`config.mk`:
```
export PLATFORM = sky130hd
export DESIGN_NAME = boot_jump_injector
export DESIGN_NICKNAME = d
export VERILOG_FILES = /design/src/rtl/boot_jump_pkg.sv /design/src/rtl/strobe_edge.sv /design/src/rtl/jump_sequencer.sv /design/src/rtl/jump_byte_mux.sv /design/src/rtl/boot_jump_injector.sv
export SDC_FILE = /design/constraint.sdc
export NUM_CORES = 1
export LEC_CHECK = 0
export BUFFER_PORTS_ARGS = -buffer_cell sky130_fd_sc_hd__buf_2
export CORE_AREA = 2 2 39 41
export DETAILED_ROUTE_END_ITERATION = 7
export DIE_AREA = 0 0 41 43
export SLEW_MARGIN = 20
export SYNTH_ARGS = -nofsm -noshare
export SYNTH_HDL_FRONTEND = slang
export SYNTH_SLANG_ARGS = --single-unit
```
`constraint.sdc`:
```
create_clock -name clk -period 1.19 [get_ports clk]
set_clock_uncertainty 0.05 [all_clocks]
set_input_delay 0 -clock clk [delete_from_list [all_inputs] [get_ports clk]]
set_output_delay 0 -clock clk [all_outputs]
set_load 0.005 [all_outputs]
```
`src/rtl/boot_jump_pkg.sv`:
```
package boot_jump_pkg;
    localparam int JMP_LEN = 3;
    localparam int IDX_W   = $clog2(JMP_LEN);

    typedef struct packed {
        logic             armed;
        logic [IDX_W-1:0] idx;
    } seq_state_t;
endpackage

```
`src/rtl/strobe_edge.sv`:
```
module strobe_edge (
    input  logic clk,
    input  logic rst_i,
    input  logic strobe_i,
    output logic fall_o
);
    logic strobe_d, strobe_q;

    always_comb begin
        strobe_d = rst_i ? 1'b0 : strobe_i;
        fall_o   = strobe_q & ~strobe_i;
    end

    always_ff @(posedge clk) begin
        strobe_q <= strobe_d;
    end
endmodule

```
`src/rtl/jump_sequencer.sv`:
```
module jump_sequencer
    import boot_jump_pkg::*;
(
    input  logic             clk,
    input  logic             por_i,
    input  logic             arm_i,
    input  logic             enable_i,
    input  logic             fall_i,
    output logic             armed_o,
    output logic [IDX_W-1:0] idx_o
);
    localparam logic [IDX_W-1:0] LAST_IDX = IDX_W'(JMP_LEN - 1);

    seq_state_t st_d, st_q;

    always_comb begin
        st_d = st_q;
        if (por_i || arm_i) begin
            st_d.armed = enable_i;
            st_d.idx   = '0;
        end else if (!enable_i) begin
            st_d.armed = 1'b0;
            st_d.idx   = '0;
        end else if (st_q.armed && fall_i) begin
            if (st_q.idx == LAST_IDX) begin
                st_d.armed = 1'b0;
                st_d.idx   = '0;
            end else begin
                st_d.idx = st_q.idx + 1'b1;
            end
        end
    end

    always_ff @(posedge clk) begin
        st_q <= st_d;
    end

    assign armed_o = st_q.armed;
    assign idx_o   = st_q.idx;
endmodule

```
`src/rtl/jump_byte_mux.sv`:
```
module jump_byte_mux
    import boot_jump_pkg::*;
#(
    parameter int              DATA_W = 8,
    parameter logic [DATA_W-1:0] OPCODE = 8'hC3
) (
    input  logic [IDX_W-1:0]  idx_i,
    input  logic              drive_i,
    input  logic [DATA_W-1:0] page_i,
    output logic [DATA_W-1:0] data_o
);
    logic [DATA_W-1:0] sel;

    always_comb begin
        case (idx_i)
            IDX_W'(0): sel = OPCODE;
            IDX_W'(1): sel = '0;
            default:   sel = page_i;
        endcase
        data_o = drive_i ? sel : '0;
    end
endmodule

```
`src/rtl/boot_jump_injector.sv`:
```
module boot_jump_injector
    import boot_jump_pkg::*;
#(
    parameter int              DATA_W = 8,
    parameter logic [DATA_W-1:0] OPCODE = 8'hC3
) (
    input  logic              clk,
    input  logic              por_i,
    input  logic              bus_reset_i,
    input  logic              inj_enable_i,
    input  logic              rearm_on_reset_i,
    input  logic [DATA_W-1:0] page_i,
    input  logic              swap_start_i,
    input  logic              rd_strobe_i,
    output logic [DATA_W-1:0] inj_data_o,
    output logic              din_override_o,
    output logic              busy_o
);
    logic             rd_fall;
    logic             armed;
    logic [IDX_W-1:0] idx;
    logic             arm_evt;
    logic             drive;

    assign arm_evt = swap_start_i | (bus_reset_i & rearm_on_reset_i);

    strobe_edge u_edge (
        .clk      (clk),
        .rst_i    (por_i),
        .strobe_i (rd_strobe_i),
        .fall_o   (rd_fall)
    );

    jump_sequencer u_seq (
        .clk      (clk),
        .por_i    (por_i),
        .arm_i    (arm_evt),
        .enable_i (inj_enable_i),
        .fall_i   (rd_fall),
        .armed_o  (armed),
        .idx_o    (idx)
    );

    assign drive = armed & inj_enable_i & rd_strobe_i;

    jump_byte_mux #(.DATA_W(DATA_W), .OPCODE(OPCODE)) u_mux (
        .idx_i   (idx),
        .drive_i (drive),
        .page_i  (page_i),
        .data_o  (inj_data_o)
    );

    assign din_override_o = drive;
    assign busy_o         = armed;
endmodule

```
==> flow_summary.ini <==
[setup_path]
critPathKind = flop to output port
critical_path.slowest_cell = edfxtp_1
worst-path-buf-inv = 1
cp_top_family = flip-flops
cp_max_fo = 6
cp-start-kind = flop
cp.arrival_ns = 1.15
worstPathCellList = and3_4 > and3_1 > buf_2
slowest_delay_ns = 0.40
end_kind = output port
required_ns = 1.14

[clock_network]
cts_tree = done
ctsLongestPathBuffers = 2
cts_buffers = 3
cts.sinks = 4
cts_max_level = 1
cts_root_buffer = clkbuf_4
clkTransAtPathRegs_ns = 0.05
clock_latency_ns = 0.24

[logic_synthesis]
synth_top_area_share_pct = 22.9
synth-seq-cells = 4
synth.net_count = 49
netlist_instances = 34
ys_types = 15
synth_area_leader_cell = dfxtp_1
synth_warnings = 0
syn_area_um2 = 263
synthTopCellsByArea = dfxtp_1, and3_1, a21oi_1, edfxtp_1, nand3b_4
avgSynthCellArea_um2 = 7.73
yosysSeqAreaShare_pct = 34.3

[die]
rows = 14
core_area_um2 = 1380
die_area_um2 = 1760
die-width_um = 41
initial_core_util_pct = 19.0
ioPinCount = 25
die_y_um = 43

[status]
violations = setup timing
outcome = finished with violations

[finish]
fin_nets = 79
stdcell_count = 79
diodes = 0
multi_input_area_um2 = 181
areaGrowthSynthToFinish_pct = 84.8
n_fill_cell = 157
drive_gt1_share_pct = 60.3
seq_area_um2 = 91.3
stdcell_area_um2 = 485

[pwr]
ir_worst_vdd_mv = 0.517
p_int_uw = 318
p_leak_nw = 0.275
clkPwrFrac_pct = 45.5
p_comb_share_pct = 18.8
seq_power_share_pct = 35.7
power.total_uw = 420
p_switching_uw = 101
power_density_nw_per_um2 = 864
switching_share_pct = 24.1

[timing]
hold_violations = 0
report.final.slew_viol_count = 0
max_slew_margin_pct = 80.6
setup_viol_count_final = 4
rsz0062_at_grt = yes
setup_ws_ns = -0.0131
fin_crit_sh_pct = 101
finalCriticalPeriod_ns = 1.20
clock.fmax_mhz = 831
fin_tns_setup_ns = -0.0256
tightest_slew_ns = 0.289

[global_route]
grt_max_degree = 14
grt_pass1_wl_mm = 1.16
first_global_vias = 314
antenna_found_initial = 0
globalRouteOverflowTotal = 0
grt_usage_pct = 10.0

[routing]
drc = 0
drt_iter0_drc = 3
viasPerCell = 4.24
detail_route.wl_per_cell_um = 9.54
vias = 335
first_pass_iters = 2
drt-total-wl_um = 754
antenna_left = 0

[placed_design]
place_ws_ns = 0.0977
globalplace.congestion = 0.755
placed_area_um2 = 394
dp_cells = 72
dp_hpwl_um = 528
numPortBuffers = 24

[flow_run]
maxCapViolations = 0

[min_path]
hp-class = input pin to flop
-- layout by cell type (no fill, tap or decap), drive strengths merged, types with 2 or more instances in the layout --
cell type    count
dlygate4sd3      2
nor2b            2
dfxtp            3
a21oi            6
and3             5
or3              2
buf             25
inv              5
clkbuf           4
nand2            3
-- per-layer routing --
layer  GRT usage, %  wire length (um)  up-vias
met4           4.00                 0        0
met1           9.32               279      148
met5              0                 0        -
met2           16.6               411       15
met3           6.28                63        0
li1               -                 -      172
-- synth_stat cells --
cell      instances
a211oi_1          1
a21o_1            1
a21oi_1           6
and3_1            5
buf_2             1
clkbuf_1          1
dfxtp_1           3
edfxtp_1          1
inv_1             5
nand2_1           3
nand3b_4          1
nor2_1            1
nor2b_1           2
o21ai_2           1
or3_1             2
-- flip-flops by register name, indices dropped and copies added (netlist names) --
register and count:
u_edge.strobe_q 1, u_seq.armed_o 1, u_seq.idx_o 2
-- worst paths after layout --
| path | depth (start not counted) | slack (ns) | endpoint | start |
|---|---|---|---|---|
| setup / recovery | 3 | -0.01 | inj_data_o[3] | u_seq.armed_o |
| hold / removal | 3 | 0.03 | u_seq.idx_o[0] | inj_enable_i |
| setup reg to reg | 4 | 0.03 | u_seq.armed_o | u_seq.armed_o |
| hold reg to reg | 2 | 0.45 | u_seq.idx_o[0] | u_seq.idx_o[0] |
-- tightest hold or removal path, cell delays in order --
cell and delay, ns:
buf_2 0.11, nand2_1 0.11, a21oi_2 0.04
-- kinds of logic (layout without fill, tap and decap cells) --
family          count (synthesis)  after routing  synth area share, %
simple gates                   14             14                 34.8
compound gates                  9              9                 20.5
buf+inv                         7             36                 10.5
flops                           4              4                 34.3
-- power by group through the flow --
stage          Clock [mW]  Combinational (mW)  Sequential (mW)
2_1_floorplan           0              0.0226            0.154
3_3_place_gp            0              0.0573            0.154
3_5_place_dp            0              0.0582            0.154
4_1_cts             0.196              0.0723            0.149
5_1_grt             0.214              0.0885            0.150
6_report            0.191              0.0789            0.150
-- area by class of cell --
cell class	instances	share of cell area [%]
Tap cell	16	4.12
Sequential cell	4	18.8
Clock buffer	4	5.41
Timing Repair Buffer	27	30.4
Inverter	5	3.87
Multi-Input combinational cell	23	37.4
-- what timing repair did --
action | CTS | global route
resized for setup | 3 | 7
setup endpoints to repair | 8 | 11
hold buffers | 2 | 0
buffers inserted | 1 | 0
hold endpoints to repair | 1 | 0
pin swaps | 0 | 1
-- through the flow --
step                utilization, %  hold slack (ns)
floorplan                        -           0.0216
global placement              28.5            0.126
detailed placement            28.5            0.129
CTS                           32.8          0.00649
global route                  35.1           0.0597
finish                        35.1           0.0320
Power figures use the tool's default switching activity.
